### src/rtl/lpc_tgt_pkg.sv
package lpc_tgt_pkg;

  // Nibble width is fixed by the bus protocol.
  localparam int NIB_W = 4;

  localparam logic [NIB_W-1:0] START_NIB = 4'b0000;
  localparam logic [NIB_W-1:0] SYNC_NIB  = 4'b0000;
  localparam logic [NIB_W-1:0] ONES_NIB  = 4'b1111;
  // Cycle type bits 3:1 for a memory read; bit 0 is don't-care.
  localparam logic [2:0]       MEM_RD_TYPE = 3'b010;

  typedef enum logic [3:0] {
    ST_IDLE,
    ST_CTYPE,
    ST_ADDR,
    ST_HTAR,
    ST_TTAR,
    ST_SYNC,
    ST_DATA,
    ST_TOUT,
    ST_REL
  } tgtState_e;

  typedef enum logic [1:0] {
    DRV_OFF,
    DRV_ONES,
    DRV_SYNC,
    DRV_DATA
  } drvSel_e;

  typedef struct packed {
    logic    shiftAddr;
    logic    capData;
    logic    shiftData;
    drvSel_e drv;
  } tgtCtl_t;

endpackage

### src/rtl/lpc_tgt_ctrl.sv
module lpc_tgt_ctrl
  import lpc_tgt_pkg::*;
#(
  parameter int ADDR_W = 32,
  parameter int DATA_W = 8
) (
  input  logic             clk,
  input  logic             rstN,
  input  logic             frameN,
  input  logic [NIB_W-1:0] ladIn,
  output tgtCtl_t          ctl,
  output logic             memRdEn
);

  localparam int ADDR_NIBS = ADDR_W / NIB_W;
  localparam int DATA_NIBS = DATA_W / NIB_W;
  localparam int MAX_NIBS  = (ADDR_NIBS > DATA_NIBS) ? ADDR_NIBS : DATA_NIBS;
  localparam int CNT_W     = (MAX_NIBS > 1) ? $clog2(MAX_NIBS) : 1;
  localparam logic [CNT_W-1:0] ADDR_LAST = CNT_W'(ADDR_NIBS - 1);
  localparam logic [CNT_W-1:0] DATA_LAST = CNT_W'(DATA_NIBS - 1);

  tgtState_e        state, nextState;
  logic [CNT_W-1:0] nibCnt, nextCnt;

  always_ff @(posedge clk or negedge rstN) begin
    if (!rstN) begin
      state  <= ST_IDLE;
      nibCnt <= '0;
    end else begin
      state  <= nextState;
      nibCnt <= nextCnt;
    end
  end

  always_comb begin
    nextState = state;
    nextCnt   = nibCnt;
    if (!frameN) begin
      // A low strobe always wins: restart or drop to idle.
      nextState = (ladIn == START_NIB) ? ST_CTYPE : ST_IDLE;
      nextCnt   = '0;
    end else begin
      unique case (state)
        ST_IDLE:  nextState = ST_IDLE;
        ST_CTYPE: begin
          nextCnt   = '0;
          nextState = (ladIn[3:1] == MEM_RD_TYPE) ? ST_ADDR : ST_IDLE;
        end
        ST_ADDR: begin
          if (nibCnt == ADDR_LAST) begin
            nextState = ST_HTAR;
            nextCnt   = '0;
          end else begin
            nextCnt = nibCnt + 1'b1;
          end
        end
        ST_HTAR:  nextState = ST_TTAR;
        ST_TTAR:  nextState = ST_SYNC;
        ST_SYNC: begin
          nextState = ST_DATA;
          nextCnt   = '0;
        end
        ST_DATA: begin
          if (nibCnt == DATA_LAST) begin
            nextState = ST_TOUT;
            nextCnt   = '0;
          end else begin
            nextCnt = nibCnt + 1'b1;
          end
        end
        ST_TOUT:  nextState = ST_REL;
        ST_REL:   nextState = ST_IDLE;
        default:  nextState = ST_IDLE;
      endcase
    end
  end

  always_comb begin
    ctl.shiftAddr = frameN && (state == ST_ADDR);
    ctl.capData   = frameN && (state == ST_TTAR);
    ctl.shiftData = frameN && (state == ST_DATA);
    unique case (state)
      ST_TTAR, ST_TOUT: ctl.drv = DRV_ONES;
      ST_SYNC:          ctl.drv = DRV_SYNC;
      ST_DATA:          ctl.drv = DRV_DATA;
      default:          ctl.drv = DRV_OFF;
    endcase
  end

  assign memRdEn = (state == ST_HTAR);

endmodule

### src/rtl/lpc_tgt_dpath.sv
module lpc_tgt_dpath
  import lpc_tgt_pkg::*;
#(
  parameter int MEM_AW = 19,
  parameter int DATA_W = 8
) (
  input  logic              clk,
  input  logic              rstN,
  input  tgtCtl_t           ctl,
  input  logic [NIB_W-1:0]  ladIn,
  input  logic [DATA_W-1:0] memData,
  output logic [MEM_AW-1:0] memAddr,
  output logic [NIB_W-1:0]  ladOut,
  output logic              ladOe
);

  logic [MEM_AW-1:0] addrReg;
  logic [DATA_W-1:0] dataReg;

  // Upper address nibbles fall off the top as the low ones arrive.
  always_ff @(posedge clk or negedge rstN) begin
    if (!rstN) begin
      addrReg <= '0;
    end else if (ctl.shiftAddr) begin
      addrReg <= {addrReg[MEM_AW-NIB_W-1:0], ladIn};
    end
  end

  // Byte captured whole, then shifted so the low nibble leaves first.
  always_ff @(posedge clk or negedge rstN) begin
    if (!rstN) begin
      dataReg <= '0;
    end else if (ctl.capData) begin
      dataReg <= memData;
    end else if (ctl.shiftData) begin
      dataReg <= {{NIB_W{1'b0}}, dataReg[DATA_W-1:NIB_W]};
    end
  end

  always_comb begin
    unique case (ctl.drv)
      DRV_SYNC: ladOut = SYNC_NIB;
      DRV_DATA: ladOut = dataReg[NIB_W-1:0];
      default:  ladOut = ONES_NIB;
    endcase
  end

  assign ladOe   = (ctl.drv != DRV_OFF);
  assign memAddr = addrReg;

endmodule

### src/rtl/lpc_read_target.sv
module lpc_read_target
  import lpc_tgt_pkg::*;
#(
  parameter int ADDR_W = 32,
  parameter int MEM_AW = 19,
  parameter int DATA_W = 8
) (
  input  logic              clk,
  input  logic              rstN,
  input  logic              frameN,
  input  logic [3:0]        ladIn,
  output logic [3:0]        ladOut,
  output logic              ladOe,
  output logic              memRdEn,
  output logic [MEM_AW-1:0] memAddr,
  input  logic [DATA_W-1:0] memData
);

  tgtCtl_t ctl;

  lpc_tgt_ctrl #(
    .ADDR_W(ADDR_W),
    .DATA_W(DATA_W)
  ) u_ctrl (
    .clk    (clk),
    .rstN   (rstN),
    .frameN (frameN),
    .ladIn  (ladIn),
    .ctl    (ctl),
    .memRdEn(memRdEn)
  );

  lpc_tgt_dpath #(
    .MEM_AW(MEM_AW),
    .DATA_W(DATA_W)
  ) u_dpath (
    .clk    (clk),
    .rstN   (rstN),
    .ctl    (ctl),
    .ladIn  (ladIn),
    .memData(memData),
    .memAddr(memAddr),
    .ladOut (ladOut),
    .ladOe  (ladOe)
  );

endmodule

### config.mk
export PLATFORM = sky130hd
export DESIGN_NAME = lpc_read_target
export DESIGN_NICKNAME = d
export VERILOG_FILES = /design/src/rtl/lpc_tgt_pkg.sv /design/src/rtl/lpc_tgt_ctrl.sv /design/src/rtl/lpc_tgt_dpath.sv /design/src/rtl/lpc_read_target.sv
export SDC_FILE = /design/constraint.sdc
export NUM_CORES = 1
export LEC_CHECK = 0
export ABC_AREA = 1
export BUFFER_PORTS_ARGS = -buffer_cell sky130_fd_sc_hd__clkbuf_2
export CORE_MARGIN = 5
export CORE_UTILIZATION = 55
export DETAILED_ROUTE_END_ITERATION = 12
export HOLD_SLACK_MARGIN = 0.08
export PLACE_DENSITY = 0.82
export SLEW_MARGIN = 15
export SYNTH_ARGS = -nofsm -noshare
export SYNTH_HDL_FRONTEND = slang
export SYNTH_SLANG_ARGS = --single-unit
### constraint.sdc
create_clock -name clk -period 3.85 [get_ports clk]
set_clock_uncertainty 0.2 [all_clocks]
set_input_delay 0.77 -clock clk [delete_from_list [all_inputs] [get_ports clk]]
set_output_delay 0.77 -clock clk [all_outputs]
set_load 0.01 [all_outputs]
==> summary.txt, run 1 <==
STA
  – Final setup TNS: 0 ns
  – Unrepaired setup endpoints after global routing: false
  – Final setup viols: 0
  – Max Fclk: 390 MHz
  – Final period utilization: 0.666
  – Final Hold Viols: 0
  – Worst slew pin tran: 0.832 ns
  – Minimum clock period: 2.56 ns
  – Max-slew violations: 0
  – Slew headroom: 0.445

Drt
  – DRT Pass-1 Iters: 4
  – Routed Wire Length: 3250 um
  – Via-to-Cell Ratio: 5.05
  – Drt initial violations: 87
  – DRC errors left: 0
  – Vias: 1338
  – Wire per inst: 12.3 um
  – ANT nets after route: 0

Layout
  – Fraction of layout cells with a size suffix above 1: 0.226
  – Storage cell area: 851 um2
  – Commonest non-fill, non-tap cell in the layout: nand2_1
  – Layout area overhead: 15.2%
  – Layout Nets: 251
  – # diodes: 0
  – Post-Layout Cell Count: 265
  – Most frequent cells in the layout: nand2_1 (61), clkbuf_2 (39), dfrtp_1 (34)
  – Fillcell total: 263
  – Area of the multi-input gates: 624 um2

Critical path
  – Worst path bufs/invs: 3
  – CP required: 2.88 ns
  – CP Class: reg2out
  – CP Data Arrival Time: 1.59 ns
  – Crit. End Element: output pin
  – Worst-path cell with the longest stage delay: dfrtp_1
  – CP max stage delay: 0.54 ns
  – Delay-heaviest family, CP: flip-flops
  – Crit-path cells: inv_2 > nand2_1 > nand3_1 > inv_1 > o21ai_0 > clkbuf_2
  – Critical Path Source: u_ctrl.state[1]$_DFFE_PN0P_
  – Startpoint Class: flip-flop
  – Largest fanout on the critical path: 10
  – R2r startpoint: u_ctrl.state[1]$_DFFE_PN0P_

GRT
  – Grt ovf: 0
  – First-pass GRT wire length: 5650 um
  – Largest net degree at the start of global routing: 35
  – GRT Overall Usage: 0.176
  – Initial antenna violation count: 0
  – Vias in the first global route: 1299

Synthesis
  – Synth warn: 0
  – Number of synthesized flops with an enable pin: 0
  – Yosys reg bits: 34
  – Async S/R FF share, synth: 1.00
  – Synthesized area: 1630 um2
  – Syn Nets: 213
  – Post-Synthesis Cells: 195
  – Main synth FF type: dfrtp_1
  – Seq/Total Area, Yosys: 0.523
  – Count of distinct cell types in the synthesized netlist: 23
  – Mapped Avg Cell Area: 8.34 um2

Die
  – Core area: 2810 um2
  – Die footprint: 4140 um2
  – Row cnt: 19
  – Die height: 64.4 um
  – IO Count: 40
  – Chip width: 64.4 um
  – Initial core utilization: 0.580

Clock network
  – Worst skew pair latency: 0.34 ns
  – # clock sinks: 34
  – Hold_buf cts: 0
  – PostCTS Resize Cnt: 0
  – CTS Buf Count: 5
  – Clock Pin Slew Worst Setup and Hold Paths: 0.10 ns
  – CTS tree: yes
  – H-tree levels: 2
  – Clock Tree Buf Depth: 2
  – Setup Fix Bufs, Post-CTS: 0
  – Root Driver: clkbuf_4

Power and ir drop
  – Power Dens Cells: 449 nW/um2
  – VDD IR-drop max: 0.000287 V
  – Static Leakage: 1.05 nW

Placement
  – Inst Count DP: 257
  – Routability Congestion: 0.877
  – IO Port Bufs: 39
  – DPL Wire Length: 2300 um

Hold path
  – Class of the worst hold path: reg2reg
  – Hold path start: u_dpath.memAddr[17]$_DFFE_PN0P_

Flow run
  – Maxcap violations: 0

Status
  – Outcome: finished, final reports clean
-- tightest hold or removal path, stage by stage (launching register included) --
cell	delay, ns
dfrtp_1	0.35
o21ai_1	0.06
nand2_1	0.06
-- registers in the layout, indices dropped and copies added, names as in the netlist --
register	flops
u_dpath.dataReg	8
u_dpath.memAddr	19
u_ctrl.state	4
u_ctrl.nibCnt	3
-- worst paths after layout --
| path | slack, ns | cells past startpoint | to |
|---|---|---|---|
| min reg2reg | 0.30 | 2 | u_dpath.memAddr[17]$_DFFE_PN0P_ |
| max | 1.29 | 6 | ladOut[2] |
| min | 0.30 | 2 | u_dpath.memAddr[17]$_DFFE_PN0P_ |
| max reg2reg | 1.63 | 6 | u_dpath.memAddr[1]$_DFFE_PN0P_ |
| min in group asynchronous | 0.31 | 1 | u_dpath.dataReg[4]$_DFFE_PN0P_ |
| max in group asynchronous | 2.62 | 1 | u_dpath.memAddr[17]$_DFFE_PN0P_ |
-- stage by stage --
stage               area (um2)  total power [mW]  worst slack (ns)   util  hold WS, ns
floorplan                 1630             0.530              1.90      -        0.274
global placement          1800             0.590              1.46  0.641        0.279
detailed placement        1800             0.595              1.41  0.641        0.284
CTS                       1870             0.851              1.28  0.668        0.307
global route              1870             0.896              1.10  0.668        0.340
finish                    1870             0.841              1.29  0.668        0.304
-- layer usage --
layer / vias up / track usage / part of all wire
met5: - / 0 / 0
met4: 0 / 0.0792 / 0.018
met2: 43 / 0.289 / 0.46
met3: 7 / 0.0368 / 0.058
li1: 694 / - / -
met1: 594 / 0.224 / 0.46
-- area by class of cell --
class	count	share of cell area
multi-input combinational	129	0.333
inverter	24	0.0481
sequential	34	0.454
clock inverter	1	0.0160
timing repair buffer	39	0.104
tap	31	0.0207
clock buffer	7	0.0240
-- kinds of logic after synthesis --
group	count (synthesis)	synth area share
simple gates	86	0.225
buf+inv	32	0.0931
fa+ha+maj	3	0.0231
compound gates	40	0.135
flops	34	0.523
-- cells in the mapped netlist (2+ instances only) --
library cell	number	area share
nand3_1	6	0.018
o21a_1	2	0.0092
buf_4	2	0.0092
a21oi_1	2	0.0062
nand2_1	61	0.14
dfrtp_1	34	0.52
nor2_1	10	0.023
o22ai_1	4	0.015
inv_1	23	0.053
clkbuf_1	2	0.0046
o21ai_0	27	0.083
nor2_4	3	0.021
o211ai_1	4	0.018
buf_6	3	0.021
or2_2	2	0.0077
ha_1	3	0.023
-- report_power, final --
group	switching [mW]	total (mW)	leakage, nW	internal (mW)
clock	0.117	0.254	0.0395	0.138
combinational	0.0830	0.141	0.580	0.0583
sequential	0.0338	0.446	0.434	0.412
total	0.234	0.841	1.05	0.608
Note: power is estimated with default switching activity, not from simulation.
==> run 2, diff against run 1 <==
- CORE_UTILIZATION: 55 -> 52
- PLACE_DENSITY: 0.82 -> 0.78
- clock period: 3.85 -> 2.7 ns (I/O delays scaled with it)
==> summary.txt, run 2 (synthesis results as in run 1) <==
Flow run
  – Maxcap violations: 0

Clock network
  – Worst skew pair latency: 0.32 ns
  – PostCTS Resize Cnt: 0
  – CTS Buf Count: 5
  – H-tree levels: 2
  – Root Driver: clkbuf_4
  – # clock sinks: 34
  – Clock Pin Slew Worst Setup and Hold Paths: 0.11 ns
  – Clock Tree Buf Depth: 2
  – CTS tree: yes
  – Hold_buf cts: 0
  – Setup Fix Bufs, Post-CTS: 0

Critical path
  – Critical Path Source: u_ctrl.state[1]$_DFFE_PN0P_
  – CP required: 1.96 ns
  – Reg2reg path depth: 7
  – Startpoint Class: flip-flop
  – Crit. End Element: output pin
  – Reg-to-reg slack, setup: 0.67 ns
  – CP Class: reg2out
  – End of the critical path: ladOut[3]
  – Largest fanout on the critical path: 10
  – Crit-path cells: inv_2 > nand2_1 > nand3_1 > inv_1 > o21ai_0 > clkbuf_2
  – R2r startpoint: u_ctrl.state[1]$_DFFE_PN0P_
  – Worst-path cell with the longest stage delay: dfrtp_1
  – CP Data Arrival Time: 1.55 ns
  – Capturing point of the worst reg2reg path: u_dpath.memAddr[16]$_DFFE_PN0P_
  – CP max stage delay: 0.53 ns

STA
  – Hold slack: 0.0982 ns
  – Max-slew violations: 0
  – Max Fclk: 437 MHz
  – Post-route setup slack: 0.413 ns
  – Final Hold Viols: 0
  – Final period utilization: 0.847
  – Worst slew pin tran: 0.824 ns
  – Minimum clock period: 2.29 ns
  – Slew headroom: 0.450
  – Final setup viols: 0
  – Final setup TNS: 0 ns
  – Unrepaired setup endpoints after global routing: false

Drt
  – Routed Wire Length: 3200 um
  – DRT Pass-1 Iters: 4
  – Wire per inst: 11.4 um
  – Drt initial violations: 72
  – ANT nets after route: 0
  – Vias: 1361
  – Via-to-Cell Ratio: 4.86
  – DRC errors left: 0

Layout
  – Fraction of layout cells with a size suffix above 1: 0.242
  – Commonest non-fill, non-tap cell in the layout: nand2_1
  – # diodes: 0
  – Layout area overhead: 16.5%
  – Layout Nets: 253
  – Most frequent cells in the layout: nand2_1 (61), clkbuf_2 (39), dfrtp_1 (34)
  – Design area: 1890 um2
  – Max reg flops: 19
  – Final Core Density: 0.626

Placement
  – DP Area: 1830 um2
  – DPL Wire Length: 2360 um
  – Routability Congestion: 0.794
  – IO Port Bufs: 39
  – DP Worst Slack: 0.708 ns

GRT
  – GRT Overall Usage: 0.168
  – Vias in the first global route: 1349
  – First-pass GRT wire length: 5640 um
  – Initial antenna violation count: 0
  – Largest net degree at the start of global routing: 35
  – Grt ovf: 0

Power and ir drop
  – Power Dens Cells: 596 nW/um2
  – Static Leakage: 1.06 nW
  – VDD IR-drop max: 0.000438 V

Die
  – Die height: 65.9 um
  – Row cnt: 20
  – Core area: 3030 um2
  – IO Count: 40
  – Die footprint: 4350 um2
  – Chip width: 65.9 um
  – Initial core utilization: 0.537

Hold path
  – Class of the worst hold path: in2async

Status
  – Outcome: finished, final reports clean
## run 2: cell types whose count changed in the layout (fill, tap and decap cells not counted), sizes merged
cell,previous run,this run
buf,0,2
bufinv,1,0
clkbuf,46,45
clkinv,0,1
clkinvlp,0,1
## run 2: critical path, delay by kind of cell (launching register included)
kind / cells / cell delay, ns
buffers and inverters: 3 / 0.41
flip-flops: 1 / 0.53
AO/OA/AOI/OAI: 1 / 0.11
AND/OR/NAND/NOR: 2 / 0.19
## run 2: power by group
part | leakage, nW | switching (mW) | internal [mW] | total [mW]
Sequential | 0.434 | 0.0471 | 0.587 | 0.634
Combinational | 0.591 | 0.119 | 0.0841 | 0.203
Clock | 0.0343 | 0.166 | 0.125 | 0.291
Total | 1.06 | 0.332 | 0.796 | 1.13
## run 2: layer usage
metal	routed length, um	up-vias	global-route usage
met5	0	-	0
met4	21	0	0.0609
met3	153	2	0.0476
met2	1640	25	0.302
met1	1380	637	0.188
li1	-	697	-
## run 2: worst min path at each step
stage | start | to
2_1_floorplan | rstN | u_ctrl.nibCnt[0]$_DFFE_PN0P_
3_3_place_gp | u_dpath.memAddr[17]$_DFFE_PN0P_ | u_dpath.memAddr[17]$_DFFE_PN0P_
3_5_place_dp | u_dpath.memAddr[17]$_DFFE_PN0P_ | u_dpath.memAddr[17]$_DFFE_PN0P_
4_1_cts | rstN | u_ctrl.nibCnt[2]$_DFFE_PN0P_
5_1_grt | rstN | u_dpath.memAddr[12]$_DFFE_PN0P_
6_report | rstN | u_dpath.memAddr[3]$_DFFE_PN0P_
## run 2: final cells by class
cell class / count / area (um2)
Inverter: 24 / 90.1
Fill cell: 280 / 1130
Clock inverter: 2 / 12.5
Sequential cell: 34 / 851
Clock buffer: 6 / 51.3
Multi-Input combinational cell: 129 / 624
Tap cell: 44 / 55.1
Timing Repair Buffer: 41 / 210
## run 2: through the flow
stage	instances	total power, mW
finish	280	1.13
floorplan	195	0.756
global placement	272	0.845
global route	280	1.21
detailed placement	272	0.853
CTS	280	1.14
==> run 3, diff against run 2 <==
- CORE_UTILIZATION: 52 -> 47
- PLACE_DENSITY: 0.78 -> 0.74
- clock period: 2.7 -> 1.9 ns (I/O delays scaled with it)
==> summary.txt, run 3 (synthesis results as in run 1) <==
Drt
  – Wire per inst: 11.7 um
  – Routed Wire Length: 3480 um
  – Drt initial violations: 85
  – ANT nets after route: 0
  – DRC errors left: 0
  – DRT Pass-1 Iters: 4
  – Vias: 1429
  – Via-to-Cell Ratio: 4.80

Critical path
  – Startpoint Class: flip-flop
  – CP Class: reg2out
  – CP required: 1.32 ns
  – CP max stage delay: 0.44 ns
  – Worst path bufs/invs: 2
  – Worst-path cell with the longest stage delay: dfrtp_1
  – Crit. End Element: output pin
  – Crit-path cells: nor2_4 > nand3_2 > inv_4 > o21ai_1 > clkbuf_2
  – CP Data Arrival Time: 1.38 ns
  – Largest fanout on the critical path: 5
  – Delay-heaviest family, CP: flip-flops

Die
  – IO Count: 40
  – Row cnt: 21
  – Die height: 68.8 um
  – Chip width: 68.8 um
  – Initial core utilization: 0.487
  – Core area: 3340 um2
  – Die footprint: 4740 um2

Power and ir drop
  – Design Power: 1.90 mW
  – VDD IR-drop max: 0.000468 V
  – Pint: 1.41 mW
  – Switching Share: 0.256
  – Static Leakage: 1.16 nW
  – Power Dens Cells: 902 nW/um2
  – Sequential group share of total power: 0.475
  – Comb pwr share: 0.164
  – Total net switching power: 487 uW
  – Clk pwr share: 0.360

GRT
  – GRT Overall Usage: 0.164
  – First-pass GRT wire length: 5660 um
  – Initial antenna violation count: 0
  – Largest net degree at the start of global routing: 35
  – Vias in the first global route: 1358
  – Grt ovf: 0

STA
  – Unrepaired setup endpoints after global routing: true
  – Max Fclk: 509 MHz
  – Hold slack: 0.0861 ns
  – Worst slew pin tran: 0.419 ns
  – Final setup viols: 4
  – Post-route setup slack: -0.0637 ns
  – Max-slew violations: 0
  – Final setup TNS: -0.209 ns
  – Slew headroom: 0.720
  – Final Hold Viols: 0
  – Minimum clock period: 1.96 ns
  – Final period utilization: 1.03

Placement
  – DP Area: 1860 um2
  – Routability Congestion: 0.823
  – IO Port Bufs: 39
  – DPL Wire Length: 2410 um

Clock network
  – Clock Tree Buf Depth: 2
  – Worst skew pair latency: 0.34 ns
  – CTS tree: yes
  – H-tree levels: 2
  – Root Driver: clkbuf_4
  – CTS Buf Count: 5
  – Clock Pin Slew Worst Setup and Hold Paths: 0.10 ns
  – # clock sinks: 34

Layout
  – # diodes: 0
  – Layout area overhead: 29.5%
  – Layout Nets: 269
  – Design area: 2110 um2
  – Final Core Density: 0.631
  – Fillcell total: 293
  – Commonest non-fill, non-tap cell in the layout: nand2_1
  – Most frequent cells in the layout: nand2_1 (59), clkbuf_2 (37), dfrtp_1 (33)
  – Fraction of layout cells with a size suffix above 1: 0.306
  – Max reg flops: 19

Flow run
  – Maxcap violations: 0

Status
  – Failing checks: setup timing
  – Outcome: finished with violations

Hold path
  – Class of the worst hold path: in2reg
## run 3: final cells by class
| class | count | area (um2) | area share |
|---|---|---|---|
| well taps | 46 | 57.6 | 0.0273 |
| repair buffers | 57 | 345 | 0.164 |
| inverters | 24 | 92.6 | 0.0439 |
| multi-input cells | 129 | 648 | 0.308 |
| clock inverters | 2 | 60.1 | 0.0285 |
| clock buffers | 6 | 51.3 | 0.0243 |
| flip-flops and latches | 34 | 852 | 0.404 |
## run 3: what timing repair did
item | CTS | global route
pin swaps | 1 | 2
endpoints found under the hold margin | 39 | 0
gates resized for setup | 6 | 11
endpoints found under the setup margin | 5 | 5
buffers inserted | 2 | 4
hold buffers | 6 | 0
## run 3: stage by stage
stage               instances  setup WS (ns)
floorplan                 195          0.341
global placement          278          0.240
detailed placement        278          0.204
CTS                       294        -0.0332
global route              298         -0.137
finish                    298        -0.0637
## run 3: power by group through the flow
stage	Clock [mW]	Sequential (mW)	Combinational (mW)
global placement	0	0.914	0.288
detailed placement	0	0.918	0.297
global route	0.724	0.919	0.364
CTS	0.698	0.904	0.312
finish	0.685	0.903	0.312
floorplan	0	0.932	0.143
## run 3: final timing paths
path | start | endpoint | slack (ns) | cells past startpoint
max | u_ctrl.state[3]$_DFFE_PN0P_ | ladOut[3] | -0.06 | 5
min | memData[5] | u_dpath.dataReg[5]$_DFFE_PN0P_ | 0.09 | 3
max reg2reg | u_ctrl.state[3]$_DFFE_PN0P_ | u_ctrl.nibCnt[0]$_DFFE_PN0P_ | 0.29 | 9
min reg2reg | u_dpath.memAddr[17]$_DFFE_PN0P_ | u_dpath.memAddr[17]$_DFFE_PN0P_ | 0.29 | 2
max in group asynchronous | rstN | u_ctrl.state[0]$_DFFE_PN0P_ | 0.78 | 3
min in group asynchronous | rstN | u_dpath.memAddr[3]$_DFFE_PN0P_ | 0.40 | 3
## run 3: routing by layer
metal / routed length [um] / GRT usage
met3: 183 / 0.0583
met5: 0 / 0
met1: 1530 / 0.193
met2: 1720 / 0.279
met4: 48 / 0.0511
## run 3: worst reg2reg max path, delay by kind of cell, from the launching register on
kind | cells | cell delay, ns
buffers and inverters | 2 | 0.21
flip-flops | 1 | 0.44
AND/OR/NAND/NOR | 7 | 0.66
